--- config.mk ---
export PLATFORM = sky130hd
export DESIGN_NAME = disp_stat_irq
export DESIGN_NICKNAME = d
export VERILOG_FILES = /design/src/rtl/disp_stat_pkg.sv /design/src/rtl/disp_stat_chan.sv /design/src/rtl/disp_stat_bus.sv /design/src/rtl/disp_stat_irq.sv
export SDC_FILE = /design/constraint.sdc
export NUM_CORES = 1
export LEC_CHECK = 0
export ABC_AREA = 1
export CORE_UTILIZATION = 44
export CTS_CLUSTER_SIZE = 14
export DETAILED_ROUTE_END_ITERATION = 8
export DONT_BUFFER_PORTS = 1
export GPL_TIMING_DRIVEN = 0
export PLACE_DENSITY = 0.67
export SLEW_MARGIN = 30
export SYNTH_ARGS = -nofsm -noshare
export SYNTH_HDL_FRONTEND = slang
export SYNTH_HIERARCHICAL = 1
export SYNTH_SLANG_ARGS = --single-unit
--- constraint.sdc ---
create_clock -name clk -period 0.9 [get_ports clk]
set_input_delay 0.09 -clock clk [delete_from_list [all_inputs] [get_ports clk]]
set_output_delay 0.09 -clock clk [all_outputs]
set_load 0.01 [all_outputs]
--- src/rtl/disp_stat_pkg.sv ---
package disp_stat_pkg;
  typedef enum logic [1:0] {
    MODE_OFF  = 2'd0,
    MODE_INIT = 2'd1,
    MODE_RUN  = 2'd2,
    MODE_EOF  = 2'd3
  } chan_mode_e;

  localparam logic [1:0] RESP_OKAY = 2'd0;
endpackage

--- src/rtl/disp_stat_chan.sv ---
module disp_stat_chan #(
  parameter int LINE_W = 12,
  parameter int FCNT_W = 6,
  localparam int WORD_W = 4 + FCNT_W + LINE_W
) (
  input  logic              clk,
  input  logic              rst_n,
  input  logic [1:0]        mode,
  input  logic              frm_start,
  input  logic              ln_start,
  input  logic              pix_left,
  input  logic              fifo_rd,
  input  logic              fifo_empty,
  input  logic              fifo_full,
  input  logic              line_done,
  input  logic [LINE_W-1:0] line_num,
  input  logic [LINE_W-1:0] eoln_line,
  input  logic              en_eof,
  input  logic              en_eoln,
  input  logic              en_err,
  input  logic              en_ch,
  input  logic              clr,
  output logic              s_eof,
  output logic              s_eoln,
  output logic              s_sfrm,
  output logic              s_sline,
  output logic              s_uflow,
  output logic              irq,
  output logic [WORD_W-1:0] word
);
  import disp_stat_pkg::*;

  chan_mode_e        mode_prev;
  logic [FCNT_W-1:0] fcnt;
  logic [4:0]        sticky, set_v;
  logic              eof_evt;

  assign eof_evt = (mode_prev == MODE_RUN) && (chan_mode_e'(mode) == MODE_EOF);
  assign set_v   = {eof_evt,
                    line_done && (line_num == eoln_line),
                    frm_start && pix_left,
                    ln_start && pix_left,
                    fifo_rd && fifo_empty};

  always_ff @(posedge clk) begin
    if (!rst_n) begin
      mode_prev <= MODE_OFF;
      fcnt      <= '0;
      sticky    <= '0;
    end else begin
      mode_prev <= chan_mode_e'(mode);
      if (eof_evt) fcnt <= fcnt + 1'b1;
      sticky <= (clr ? 5'd0 : sticky) | set_v;
    end
  end

  assign {s_eof, s_eoln, s_sfrm, s_sline, s_uflow} = sticky;
  assign irq  = en_ch && (s_sfrm || (en_err && (s_sline || s_uflow)) ||
                          (en_eof && s_eof) || (en_eoln && s_eoln));
  assign word = {mode, fifo_full, fifo_empty, fcnt, line_num};


  sfrm_set_chk: assert property (@(posedge clk) disable iff (!rst_n)
    (frm_start && pix_left) |=> s_sfrm);

  sline_set_chk: assert property (@(posedge clk) disable iff (!rst_n)
    (ln_start && pix_left) |=> s_sline);

  uflow_set_chk: assert property (@(posedge clk) disable iff (!rst_n)
    (fifo_rd && fifo_empty) |=> s_uflow);

  sticky_hold_chk: assert property (@(posedge clk) disable iff (!rst_n)
    !clr |=> (($past({s_eof, s_eoln, s_sfrm, s_sline, s_uflow}) &
               ~{s_eof, s_eoln, s_sfrm, s_sline, s_uflow}) == 5'd0));
endmodule

--- src/rtl/disp_stat_bus.sv ---
module disp_stat_bus (
  input  logic       clk,
  input  logic       rst_n,
  input  logic       dma_id_err,
  input  logic       bresp_vld,
  input  logic [1:0] bresp,
  input  logic       slv_rd_err,
  input  logic       slv_wr_err,
  input  logic       clr,
  output logic [1:0] resp_q,
  output logic       dma_irq,
  output logic       rd_dec_irq,
  output logic       wr_dec_irq
);
  import disp_stat_pkg::*;

  logic dma_set;
  assign dma_set = dma_id_err || (bresp_vld && (bresp != RESP_OKAY));

  always_ff @(posedge clk) begin
    if (!rst_n) begin
      resp_q     <= RESP_OKAY;
      dma_irq    <= 1'b0;
      rd_dec_irq <= 1'b0;
      wr_dec_irq <= 1'b0;
    end else begin
      if (bresp_vld)  resp_q <= bresp;
      else if (clr)   resp_q <= RESP_OKAY;
      dma_irq    <= (dma_irq && !clr) || dma_set;
      rd_dec_irq <= (rd_dec_irq && !clr) || slv_rd_err;
      wr_dec_irq <= (wr_dec_irq && !clr) || slv_wr_err;
    end
  end


  dma_set_chk: assert property (@(posedge clk) disable iff (!rst_n)
    dma_id_err |=> dma_irq);

  resp_load_chk: assert property (@(posedge clk) disable iff (!rst_n)
    bresp_vld |=> (resp_q == $past(bresp)));

  rd_dec_chk: assert property (@(posedge clk) disable iff (!rst_n)
    slv_rd_err |=> rd_dec_irq);
endmodule

--- src/rtl/disp_stat_irq.sv ---
module disp_stat_irq #(
  parameter int NCH    = 3,
  parameter int LINE_W = 12,
  parameter int FCNT_W = 6,
  localparam int WORD_W = 4 + FCNT_W + LINE_W
) (
  input  logic                  clk,
  input  logic                  rst_n,
  input  logic [2*NCH-1:0]      mode_in,
  input  logic [NCH-1:0]        frm_start,
  input  logic [NCH-1:0]        ln_start,
  input  logic [NCH-1:0]        pix_left,
  input  logic [NCH-1:0]        fifo_rd,
  input  logic [NCH-1:0]        fifo_empty,
  input  logic [NCH-1:0]        fifo_full,
  input  logic [NCH-1:0]        line_done,
  input  logic [LINE_W*NCH-1:0] line_num,
  input  logic [LINE_W-1:0]     eoln_line,
  input  logic [NCH-1:0]        en_eof,
  input  logic [NCH-1:0]        en_eoln,
  input  logic [NCH-1:0]        en_err,
  input  logic [NCH-1:0]        en_ch,
  input  logic                  dma_id_err,
  input  logic                  bresp_vld,
  input  logic [1:0]            bresp,
  input  logic                  slv_rd_err,
  input  logic                  slv_wr_err,
  input  logic                  clr_all,
  output logic [NCH-1:0]        st_eof,
  output logic [NCH-1:0]        st_eoln,
  output logic [NCH-1:0]        st_sfrm,
  output logic [NCH-1:0]        st_sline,
  output logic [NCH-1:0]        st_uflow,
  output logic [NCH-1:0]        ch_irq,
  output logic [WORD_W*NCH-1:0] chan_word,
  output logic [1:0]            resp_q,
  output logic                  dma_irq,
  output logic                  rd_dec_irq,
  output logic                  wr_dec_irq,
  output logic                  irq
);
  for (genvar c = 0; c < NCH; c++) begin : g_ch
    disp_stat_chan #(.LINE_W(LINE_W), .FCNT_W(FCNT_W)) u_ch (
      .clk(clk), .rst_n(rst_n),
      .mode(mode_in[2*c +: 2]),
      .frm_start(frm_start[c]), .ln_start(ln_start[c]), .pix_left(pix_left[c]),
      .fifo_rd(fifo_rd[c]), .fifo_empty(fifo_empty[c]), .fifo_full(fifo_full[c]),
      .line_done(line_done[c]), .line_num(line_num[LINE_W*c +: LINE_W]),
      .eoln_line(eoln_line),
      .en_eof(en_eof[c]), .en_eoln(en_eoln[c]), .en_err(en_err[c]), .en_ch(en_ch[c]),
      .clr(clr_all),
      .s_eof(st_eof[c]), .s_eoln(st_eoln[c]), .s_sfrm(st_sfrm[c]),
      .s_sline(st_sline[c]), .s_uflow(st_uflow[c]),
      .irq(ch_irq[c]), .word(chan_word[WORD_W*c +: WORD_W])
    );
  end

  disp_stat_bus u_bus (
    .clk(clk), .rst_n(rst_n),
    .dma_id_err(dma_id_err), .bresp_vld(bresp_vld), .bresp(bresp),
    .slv_rd_err(slv_rd_err), .slv_wr_err(slv_wr_err), .clr(clr_all),
    .resp_q(resp_q), .dma_irq(dma_irq),
    .rd_dec_irq(rd_dec_irq), .wr_dec_irq(wr_dec_irq)
  );

  assign irq = (|ch_irq) || dma_irq || rd_dec_irq || wr_dec_irq;


  irq_quiet_chk: assert property (@(posedge clk) disable iff (!rst_n)
    (!irq) |-> (ch_irq == '0 && !dma_irq));
endmodule

==> summary.md <==
| Metric | Value |
|---|---|
| Switching power | 1.14 mW |
| Distinct cell type count after synthesis | 22 |
| Vias post-DR | approximately 2800 |
| Vias/cell | 4.70 |
| Nature of the critical path endpoint | output pin |
| Clock skew | roughly 0.013 ns |
| Setup WS pre-CTS | -0.149 ns |
| Fill cell instance count of the final layout | 565 |
| H-tree Lvls | 2 |
| Status | finished, violations left |
| DRT antenna net count | 0 |
| Initial antenna violation count | 0 |
| Total GRT Usage | 0.212 |
| Leak | between 1.5 and 2 nW |
| Cells after synthesis | approximately 470 |
| Int Power | approximately 3.2 mW |
| Pwr dens | roughly 1100 nW/µm² |
| Hold WC Path Type | input port to register |
| Number of global-route vias before repair | 2629 |
| Yosys warnings | 6 |
| Die ar. | ~7000 µm² |
| Pre-Repair DR Iteration Count | 4 |
| Number of antenna diodes | 0 |
| Crit path max fanout | 3 |
| Post-Route WL | between 7000 and 8000 µm |
| Endpoints failing hold | 0 |
| Pin count of the biggest net entering global routing | 16 |
| CTS Buf Count | 5 |
| WHS | 0.0163 ns |
| Sw Share | 0.260 |
| I/O Pins | between 150 and 200 |
| Mux cell area share after synthesis | 0 |
| Clk pwr share | 0.332 |
| Yosys reg bits | between 40 and 50 |
| Reg power frac | 0.473 |
| Final period utilization | 1.48 |
| Fin nets | about 600 |
| VDD IR max | roughly 1000 µV |
| Adder-cell share of the synthesized area | 0.0129 |
| Layout cells sized above 1 | 0.311 |
| CTS tree | done |
| First-pass GRT wire length | 11900 µm |
| Final Max Slew Viols | 0 |
| Relative slew slack | 0.503 |
| Combinational share of power | 0.195 |
| Fin crit period | between 1 and 1.5 ns |
| CTS Sinks | 44 |
| Syn avg cell area | ~6.3 µm² |
| Clock root buffer | clkbuf_8 |
| Clk pin slew, worst setup/hold paths | roughly 0.070 ns |
| Post-detail-place hpwl | 5350 µm |
| FMAX | roughly 750 MHz |
| Synth Area in Simple Gates | 0.328 |
| Worst setup SP type | register |
| Gp weighted congestion | 0.842 |
| DRC | 0 |
| Placed standard-cell area | ~3200 µm² |
| Post-Layout Inst Area | between 3000 and 4000 µm² |
| Max Cap Viol | 0 |
| Worst-case clock buffer depth | 2 |
| Final setup violation count | 23 |
| Commonest non-fill, non-tap cell in the layout | nand2_1 |
| PortBufs | 0 |
| Die width | about 83 µm |
| CP required | 0.81 ns |
| Initial cell density of the core | 0.457 |
| Synth Area in Compound Gates | 0.0917 |
| RSZ-0062 raised after global routing | yes |
| Core Box Area | roughly 6400 µm² |
| Die Ht | between 80 and 90 µm |
| Post-Synth XOR/XNOR Area | 0.0180 |
| Placement Rows | 29 |
| Synth-to-Final Area Change | 33.3% |
| DR WL/cell | 13.0 µm |
| Clk_lat worst skew | roughly 0.3 ns |
| Synthesized cell area | approximately 3000 µm² |
| Failing checks | setup timing |
| Most frequent cells in the layout | nand2_1 (137), inv_1 (87), buf_4 (55) |
| Syn nets | between 500 and 600 |
| Worst Tran Pin Value | 0.745 ns |
| Iteration-0 DRC Markers | 65 |
| Sequential share of the synthesized area | 0.302 |
| Main combinational cell family by area after synthesis | simple AND/OR/NAND/NOR gates |
| Endpoint arrival time on the critical path | between 1 and 1.5 ns |
| Kind of critical path | register to output pin |
| Setup ws final | -0.433 ns |
| Total grt overflow | 0 |
per-layer routing:
| layer | global-route usage | share of wire |
|---|---|---|
| met1 | 0.249 | 0.41 |
| met4 | 0.0770 | 0.025 |
| met3 | 0.0495 | 0.067 |
| met5 | 0 | 0 |
| met2 | 0.375 | 0.50 |
metrics by stage:
stage / util / power (mW) / std cells / TNS (ns)
floorplan: - / 2.71 / 466 / -0.267
global placement: 0.495 / 2.79 / 543 / -1.06
detailed placement: 0.495 / 2.81 / 543 / -1.32
CTS: 0.585 / 4.42 / 587 / -3.21
global route: 0.610 / 4.63 / 594 / -4.81
finish: 0.610 / 4.39 / 594 / -3.45
path summary, 6_finish.rpt:
check | start | to | slack (ns) | cells after the start
setup reg to reg | g_ch[2].u_ch/mode_prev[0] | g_ch[2].u_ch/fcnt[5] | -0.21 | 7
setup / recovery | g_ch[0].u_ch/sticky[0] | irq | -0.43 | 4
hold / removal | clr_all | u_bus/resp_q[1] | 0.02 | 3
hold reg to reg | g_ch[2].u_ch/sticky[1] | g_ch[2].u_ch/sticky[1] | 0.51 | 2
area by class of cell:
class	instances	area [µm²]	share of cell area
inverters	97	377	0.0967
flip-flops and latches	44	955	0.245
well taps	77	96.3	0.0247
clock inverters	2	35.0	0.00900
clock buffers	6	72.6	0.0186
plain buffers	48	360	0.0925
multi-input cells	277	1570	0.404
repair buffers	43	425	0.109
synth_stat cells:
| cell | instances | area (µm²) |
|---|---|---|
| a21oi_1 | 28 | 140 |
| a31oi_1 | 3 | 18.8 |
| buf_4 | 48 | 360 |
| dfxtp_1 | 44 | 881 |
| ha_1 | 3 | 37.5 |
| inv_1 | 96 | 360 |
| inv_2 | 1 | 3.75 |
| nand2_1 | 140 | 526 |
| nand2_2 | 3 | 18.8 |
| nand3_1 | 3 | 15.0 |
| nand4_1 | 3 | 18.8 |
| nand4_4 | 3 | 63.8 |
| nor2_1 | 52 | 195 |
| nor2_2 | 3 | 18.8 |
| nor2_4 | 3 | 33.8 |
| nor3_1 | 3 | 15.0 |
| nor3_2 | 3 | 30.0 |
| nor3b_1 | 3 | 22.5 |
| o21ai_0 | 12 | 60.1 |
| o21ai_1 | 3 | 15.0 |
| o21bai_2 | 3 | 33.8 |
| xnor2_1 | 6 | 52.6 |
cells by family (layout without fill, tap and decap cells):
| group | after synthesis | count (layout) |
|---|---|---|
| and+or+nand+nor | 219 | 219 |
| buffers and inverters | 145 | 196 |
| AOI/OAI and AO/OA | 49 | 49 |
| xor gates and xnor gates | 6 | 6 |
| adders and majority gates | 3 | 3 |
| DFF | 44 | 44 |
state kept, by name, indices dropped and copies added (netlist names):
signal and cells:
g_ch.u_ch/fcnt 18, g_ch.u_ch/sticky 15, u_bus/wr_dec_irq 1, u_bus/dma_irq 1, u_bus/rd_dec_irq 1, u_bus/resp_q 2
g_ch.u_ch/mode_prev 6
what timing repair did:
action | in CTS | in global routing
setup buffers | 8 | 8
cloned | 0 | 0
hold endpoints to repair | 29 | 0
pin swaps | 11 | 14
hold buffers | 28 | 0
endpoints found under the setup margin | 19 | 31
resized for setup | 42 | 33
critical path, stage by stage, from the launching register on:
cell	delay, ns
dfxtp_2	0.37
o21ai_4	0.17
a31oi_4	0.15
nor2_1	0.15
nand3_2	0.11
power groups by stage:
stage / sequential, mW / combinational (mW) / clock (mW)
floorplan: 2.11 / 0.600 / 0
global placement: 2.13 / 0.666 / 0
detailed placement: 2.13 / 0.678 / 0
CTS: 2.07 / 0.820 / 1.52
global route: 2.08 / 0.946 / 1.60
finish: 2.08 / 0.853 / 1.46
No activity file was read; power rests on OpenSTA's default activity.
